[src/rtl/pes_pkg.sv]
package pes_pkg;

    // Field positions inside the control/status word
    localparam int REG_W    = 16;
    localparam int SNAP_W   = 12;
    localparam int BIT_ROLL = 15;
    localparam int BIT_SEEN = 14;
    localparam int BIT_XFER = 13;
    localparam int BIT_HOLD = 12;

    // Snapshot transfer machine
    typedef enum logic [1:0] {
        XS_IDLE = 2'd0,
        XS_PEND = 2'd1,
        XS_DONE = 2'd2
    } xfer_state_e;

endpackage

[src/rtl/pes_check.sv]
module pes_check #(
    parameter int DATA_W     = 8,
    parameter bit ODD_PARITY = 1'b1
) (
    input  logic              clk,
    input  logic              rst,
    input  logic [DATA_W-1:0] din,
    input  logic              din_par,
    input  logic              din_vld,
    output logic              err
);

    logic ones_odd;

    // XOR of data and parity: 1 when the total count of ones is odd
    assign ones_odd = ^{din, din_par};

    generate
        if (ODD_PARITY) begin : g_odd
            assign err = din_vld & ~ones_odd;
        end else begin : g_even
            assign err = din_vld & ones_odd;
        end
    endgenerate

    // an invalid cycle never flags an error
    assert_quiet_when_invalid_R5: assert property (@(posedge clk) disable iff (rst)
        !din_vld |-> !err);

endmodule

[src/rtl/pes_counter.sv]
module pes_counter #(
    parameter int CNT_W = 12
) (
    input  logic             clk,
    input  logic             rst,
    input  logic             err,
    input  logic             hold,
    output logic [CNT_W-1:0] cnt,
    output logic             wrap
);

    localparam logic [CNT_W-1:0] CNT_MAX = '1;

    always_ff @(posedge clk) begin
        if (rst) begin
            cnt <= '0;
        end else if (hold) begin
            cnt <= '0;
        end else if (err) begin
            cnt <= cnt + 1'b1;
        end
    end

    assign wrap = err & ~hold & (cnt == CNT_MAX);

    // holding forces the count to zero
    assert_hold_zero_R4: assert property (@(posedge clk) disable iff (rst)
        hold |=> (cnt == '0));

    // a wrap lands the count at zero
    assert_wrap_zero_R7: assert property (@(posedge clk) disable iff (rst)
        wrap |=> (cnt == '0));

endmodule

[src/rtl/pes_xfer.sv]
module pes_xfer
    import pes_pkg::*;
#(
    parameter int CNT_W = 12
) (
    input  logic             clk,
    input  logic             rst,
    input  logic             req,
    input  logic [CNT_W-1:0] cnt_live,
    output logic [CNT_W-1:0] snap,
    output logic             done
);

    xfer_state_e      state_q, state_d;
    logic [CNT_W-1:0] latch_q;
    logic             load;

    // State register
    always_ff @(posedge clk) begin
        if (rst) begin
            state_q <= XS_IDLE;
        end else begin
            state_q <= state_d;
        end
    end

    // Next-state logic
    always_comb begin
        state_d = state_q;
        unique case (state_q)
            XS_IDLE: if (req) state_d = XS_PEND;
            XS_PEND: state_d = req ? XS_PEND : XS_DONE;
            XS_DONE: if (req) state_d = XS_PEND;
            default: state_d = XS_IDLE;
        endcase
    end

    // Outputs decoded from state
    always_comb begin
        done = (state_q == XS_DONE);
        load = (state_q == XS_PEND) && !req;
    end

    // Capture on request, publish on completion
    always_ff @(posedge clk) begin
        if (rst) begin
            latch_q <= '0;
            snap    <= '0;
        end else begin
            if (req) begin
                latch_q <= cnt_live;
            end
            if (load) begin
                snap <= latch_q;
            end
        end
    end

    // a request always leads to the pending state
    assert_req_pending_R2: assert property (@(posedge clk) disable iff (rst)
        req |=> (state_q == XS_PEND) && !done);

    // completion follows a pending cycle without a new request
    assert_done_follows_R3: assert property (@(posedge clk) disable iff (rst)
        ((state_q == XS_PEND) && !req) |=> done);

    // the snapshot moves only out of the pending state
    assert_snap_steady_R1: assert property (@(posedge clk) disable iff (rst)
        (state_q != XS_PEND) |=> $stable(snap));

endmodule

[src/rtl/parity_err_snap.sv]
module parity_err_snap
    import pes_pkg::*;
#(
    parameter int DATA_W     = 8,
    parameter int CNT_W      = 12,
    parameter bit ODD_PARITY = 1'b1
) (
    input  logic              clk,
    input  logic              rst,
    input  logic [DATA_W-1:0] din,
    input  logic              din_par,
    input  logic              din_vld,
    input  logic              wr_en,
    input  logic [REG_W-1:0]  wr_data,
    output logic [REG_W-1:0]  rd_data
);

    logic              err;
    logic              wrap;
    logic              req;
    logic              done;
    logic [CNT_W-1:0]  cnt;
    logic [CNT_W-1:0]  snap;
    logic [SNAP_W-1:0] snap_ext;
    logic              hold_q, seen_q, roll_q;
    logic              clr_seen, clr_roll;

    pes_check #(
        .DATA_W    (DATA_W),
        .ODD_PARITY(ODD_PARITY)
    ) u_check (
        .clk    (clk),
        .rst    (rst),
        .din    (din),
        .din_par(din_par),
        .din_vld(din_vld),
        .err    (err)
    );

    pes_counter #(
        .CNT_W(CNT_W)
    ) u_counter (
        .clk (clk),
        .rst (rst),
        .err (err),
        .hold(hold_q),
        .cnt (cnt),
        .wrap(wrap)
    );

    assign req = wr_en & wr_data[BIT_XFER];

    pes_xfer #(
        .CNT_W(CNT_W)
    ) u_xfer (
        .clk     (clk),
        .rst     (rst),
        .req     (req),
        .cnt_live(cnt),
        .snap    (snap),
        .done    (done)
    );

    assign clr_seen = wr_en & ~wr_data[BIT_SEEN];
    assign clr_roll = wr_en & ~wr_data[BIT_ROLL];

    // Control bit and sticky flags; hardware set wins over a clear
    always_ff @(posedge clk) begin
        if (rst) begin
            hold_q <= 1'b0;
            seen_q <= 1'b0;
            roll_q <= 1'b0;
        end else begin
            if (wr_en) begin
                hold_q <= wr_data[BIT_HOLD];
            end
            seen_q <= err  | (seen_q & ~clr_seen);
            roll_q <= wrap | (roll_q & ~clr_roll);
        end
    end

    always_comb begin
        snap_ext              = '0;
        snap_ext[CNT_W-1:0]   = snap;
        rd_data               = '0;
        rd_data[SNAP_W-1:0]   = snap_ext;
        rd_data[BIT_HOLD]     = hold_q;
        rd_data[BIT_XFER]     = done;
        rd_data[BIT_SEEN]     = seen_q;
        rd_data[BIT_ROLL]     = roll_q;
    end

    // the register is cleared by reset
    assert_reset_clear_R8: assert property (@(posedge clk)
        rst |=> (rd_data == '0));

    // an error sets the seen flag
    assert_seen_set_R6: assert property (@(posedge clk) disable iff (rst)
        err |=> rd_data[BIT_SEEN]);

    // the seen flag stays set without a zero write
    assert_seen_sticky_R6: assert property (@(posedge clk) disable iff (rst)
        (rd_data[BIT_SEEN] && !clr_seen) |=> rd_data[BIT_SEEN]);

    // a wrap sets the rollover flag
    assert_roll_set_R7: assert property (@(posedge clk) disable iff (rst)
        wrap |=> rd_data[BIT_ROLL]);

endmodule

[config.mk]
export PLATFORM = sky130hd
export DESIGN_NAME = parity_err_snap
export DESIGN_NICKNAME = d
export VERILOG_FILES = /design/src/rtl/pes_pkg.sv /design/src/rtl/pes_check.sv /design/src/rtl/pes_counter.sv /design/src/rtl/pes_xfer.sv /design/src/rtl/parity_err_snap.sv
export SDC_FILE = /design/constraint.sdc
export NUM_CORES = 1
export LEC_CHECK = 0
export ABC_CLOCK_PERIOD_IN_PS = 1560
export BUFFER_PORTS_ARGS = -buffer_cell sky130_fd_sc_hd__buf_2
export CORE_ASPECT_RATIO = 1.2
export CORE_MARGIN = 5
export CORE_UTILIZATION = 49
export CTS_BUF_LIST = sky130_fd_sc_hd__clkbuf_8
export CTS_CLUSTER_SIZE = 12
export DETAILED_ROUTE_END_ITERATION = 12
export GPL_TIMING_DRIVEN = 0
export PLACE_DENSITY_LB_ADDON = 0.05
export SKIP_CTS_REPAIR_TIMING = 1
export SYNTH_ARGS = -nofsm -noshare
export SYNTH_HDL_FRONTEND = slang
export SYNTH_SLANG_ARGS = --single-unit
[constraint.sdc]
create_clock -name clk -period 1.56 [get_ports clk]
set_input_delay 0.156 -clock clk [delete_from_list [all_inputs] [get_ports clk]]
set_output_delay 0.156 -clock clk [all_outputs]
set_load 0.005 [all_outputs]
==> impl_results.md <==
- Failing checks: negative setup slack
- Crit path launch type: input port
- Synth top area share: about half
- CTS max path bufs: 2
- Number of global-route vias before repair: between 1000 and 1500
- Die Ht: 74.6 µm
- Drt wl/cell: about 13 µm
- Total GRT Usage: 15.5%
- Setup tns final: -33.3 ps
- Place WS: -329 ps
- Num Clock Sinks: 41
- Mux cell area share after synthesis: 9.39%
- Largest net degree at the start of global routing: 13
- Initial DRC count: 49
- Setup Crit Path Kind: input port to flip-flop
- Main combinational cell family by area after synthesis: simple AND/OR/NAND/NOR gates
- Die area: roughly 4800 µm²
- MaxCap Viol Count: 0
- # fillers: just over 300
- Post-DRT Antenna Nets: 0
- Post-Syn Area: 1710 µm²
- HPWL reported at the end of detailed placement: 2720 µm
- Worst setup margin: -33.3 ps
- WL final: 3530 µm
- Main flop type after synthesis: dfxtp_1
- # rows: 23
- Area of the core: 3340 µm²
- Final setup vio count: 1
- Total grt overflow: 0
- Chip Width: 63.9 µm
- Worst vdd ir: between 1000 and 1500 µV
- Final hold violations: 0
- Synth Area in XOR/XNOR: 5.87%
- Initial Utilization: between 50% and 60%
- Drc violations: 0
- Multi-input gate area: ~860 µm²
- CP endpoint kind: flip-flop
- Final Total Pwr: 2.19 mW
- CP max FO: 10
- Simple-gate share of the synthesized area: 19.7%
- Pre-antenna DRT Iters: 4
- Dominant cells by area after synthesis: dfxtp_1 48%, mux2i_1 9.4%, nand2_1 7.5%
- Reg area: 831 µm²
- Layout Nets: 264
- PortBufs: 32
- Post-synth top cells: 41 x dfxtp_1, 34 x nand2_1, 22 x a21oi_1, 17 x nor2_1, 16 x mux2i_1
- Flops & latches, synth: 41
- IO Count: 45
- Setup Skew: 5.85 ps
- Clk slew on worst S/H paths: 70 ps
- DR vias: approximately 1400
- RSZ-0062 raised after global routing: true
- Pleak: roughly 0.92 nW
- Initial antenna violation count: 0
- Layout cell share with drive strength beyond 1: a little over a quarter
- Worst Path Required: 1770 ps
- Slew Limit Fails: 0
- Synthesized instance count: roughly 190
- Post-synth ARST share: 0%
- CTS Buf Count: 5
- Status: finished with violations
- Synth cell types: 30
- CP arrival: 1810 ps
- Most numerous cell in the Yosys netlist: dfxtp_1
- Final period util: 102%
- Net Count, Synth: 221
- First-pass GRT wire length: 5920 µm
- Worst Tran Pin Value: 473 ps
- Warnings from Yosys: 0
- Gpl congestion: 0.763
- Post-layout min period: roughly 1600 ps
- Slew headroom: between 60 and 70%
- Number of synthesized flops with an enable pin: 0
- CTS tree: built
- Synthesized-area fraction occupied by adder cells: 0.734%
- Antenna Cells: 0
- H-tree depth: 2
- Root buffer cell: clkbuf_8
- Power Density: about 1000 nW/µm²
- Fmax: 628 MHz
- Worst hold path type: input port to flip-flop
- Post-synth top area cell: dfxtp_1
- Compound-Gate Fraction of Synth Area: between 10% and 20%
- Clk_lat worst skew: 290 ps
- Area Overhead vs Synth: 23.8%
- Register area share after synthesis: 48.1%
- DR vias/cell: 5.28
- Avg Cell Area, Syn: 8.93 µm²
where the power goes:
group	internal [mW]	switching, mW	total (mW)	leakage, nW
combinational	0.157	0.141	0.298	0.532
clock	0.465	0.341	0.806	0.0540
sequential	1.07	0.0189	1.09	0.333
total	1.69	0.501	2.19	0.919
through the flow:
step / cell area (µm²) / utilization, % / hold WS, ps / cells
5_1_grt: 2110 / 63.3 / 144 / 271
2_1_floorplan: 1720 / - / 303 / 191
3_3_place_gp: 1930 / 57.7 / 405 / 260
6_report: 2110 / 63.3 / 120 / 271
3_5_place_dp: 1930 / 57.7 / 407 / 260
4_1_cts: 2030 / 60.8 / 108 / 267
worst max-delay path: stages:
cell and delay, ps:
buf_2 100, xor2_1 140, xnor3_2 470, xnor2_2 170, buf_6 150, or4_1 470
a21oi_1 140
sequential cells by signal, summed over array words and instances, names as in the netlist:
name            cells
u_xfer.snap        12
seen_q              1
roll_q              1
u_xfer.latch_q     12
u_xfer.state_q      2
u_counter.cnt      12
hold_q              1
metal layers:
layer | up-vias | global-route usage [%] | part of all wire [%]
li1 | 733 | - | -
met1 | 648 | 17.8 | 42
met2 | 43 | 27.0 | 50
met3 | 8 | 4.33 | 5.9
met4 | 0 | 7.16 | 1.8
met5 | - | 0 | 0
cell families (layout without fill, tap and decap cells):
family | count (synthesis) | after routing
mux | 16 | 16
flops | 41 | 41
compound gates | 35 | 35
buf+inv | 16 | 59
simple gates | 74 | 74
xor+xnor | 8 | 8
fa+ha+maj | 1 | 1
cells in the final DEF (no fill, tap or decap), types with 3 or more instances in the layout:
master	count
or3_1	6
buf_4	8
xnor2_2	3
clkbuf_1	4
inv_1	4
nand2_1	34
dfxtp_1	37
o21ai_0	6
a21oi_1	22
or4_1	4
clkbuf_8	5
mux2i_1	15
buf_2	32
nor2_1	15
o31ai_1	5
nand3_1	3
final timing paths:
check                                  startpoint                end  slack (ps)  cells after the start
worst max-delay path                       din[1]   u_counter.cnt[9]         -30                      7
worst min-delay path                  wr_data[12]             hold_q         120                      3
worst max register to register   u_counter.cnt[1]   u_counter.cnt[6]          40                      6
worst min register to register  u_xfer.latch_q[5]  u_xfer.latch_q[5]         460                      2
layout make-up:
type | count | area share (%)
Tap cell | 37 | 2.19
Inverter | 4 | 0.711
Sequential cell | 41 | 39.3
Multi-Input combinational cell | 134 | 40.6
Buffer | 12 | 3.26
Timing Repair Buffer | 36 | 9.00
Clock buffer | 5 | 3.26
Clock inverter | 2 | 1.66
(Power assumes the default switching activity.)
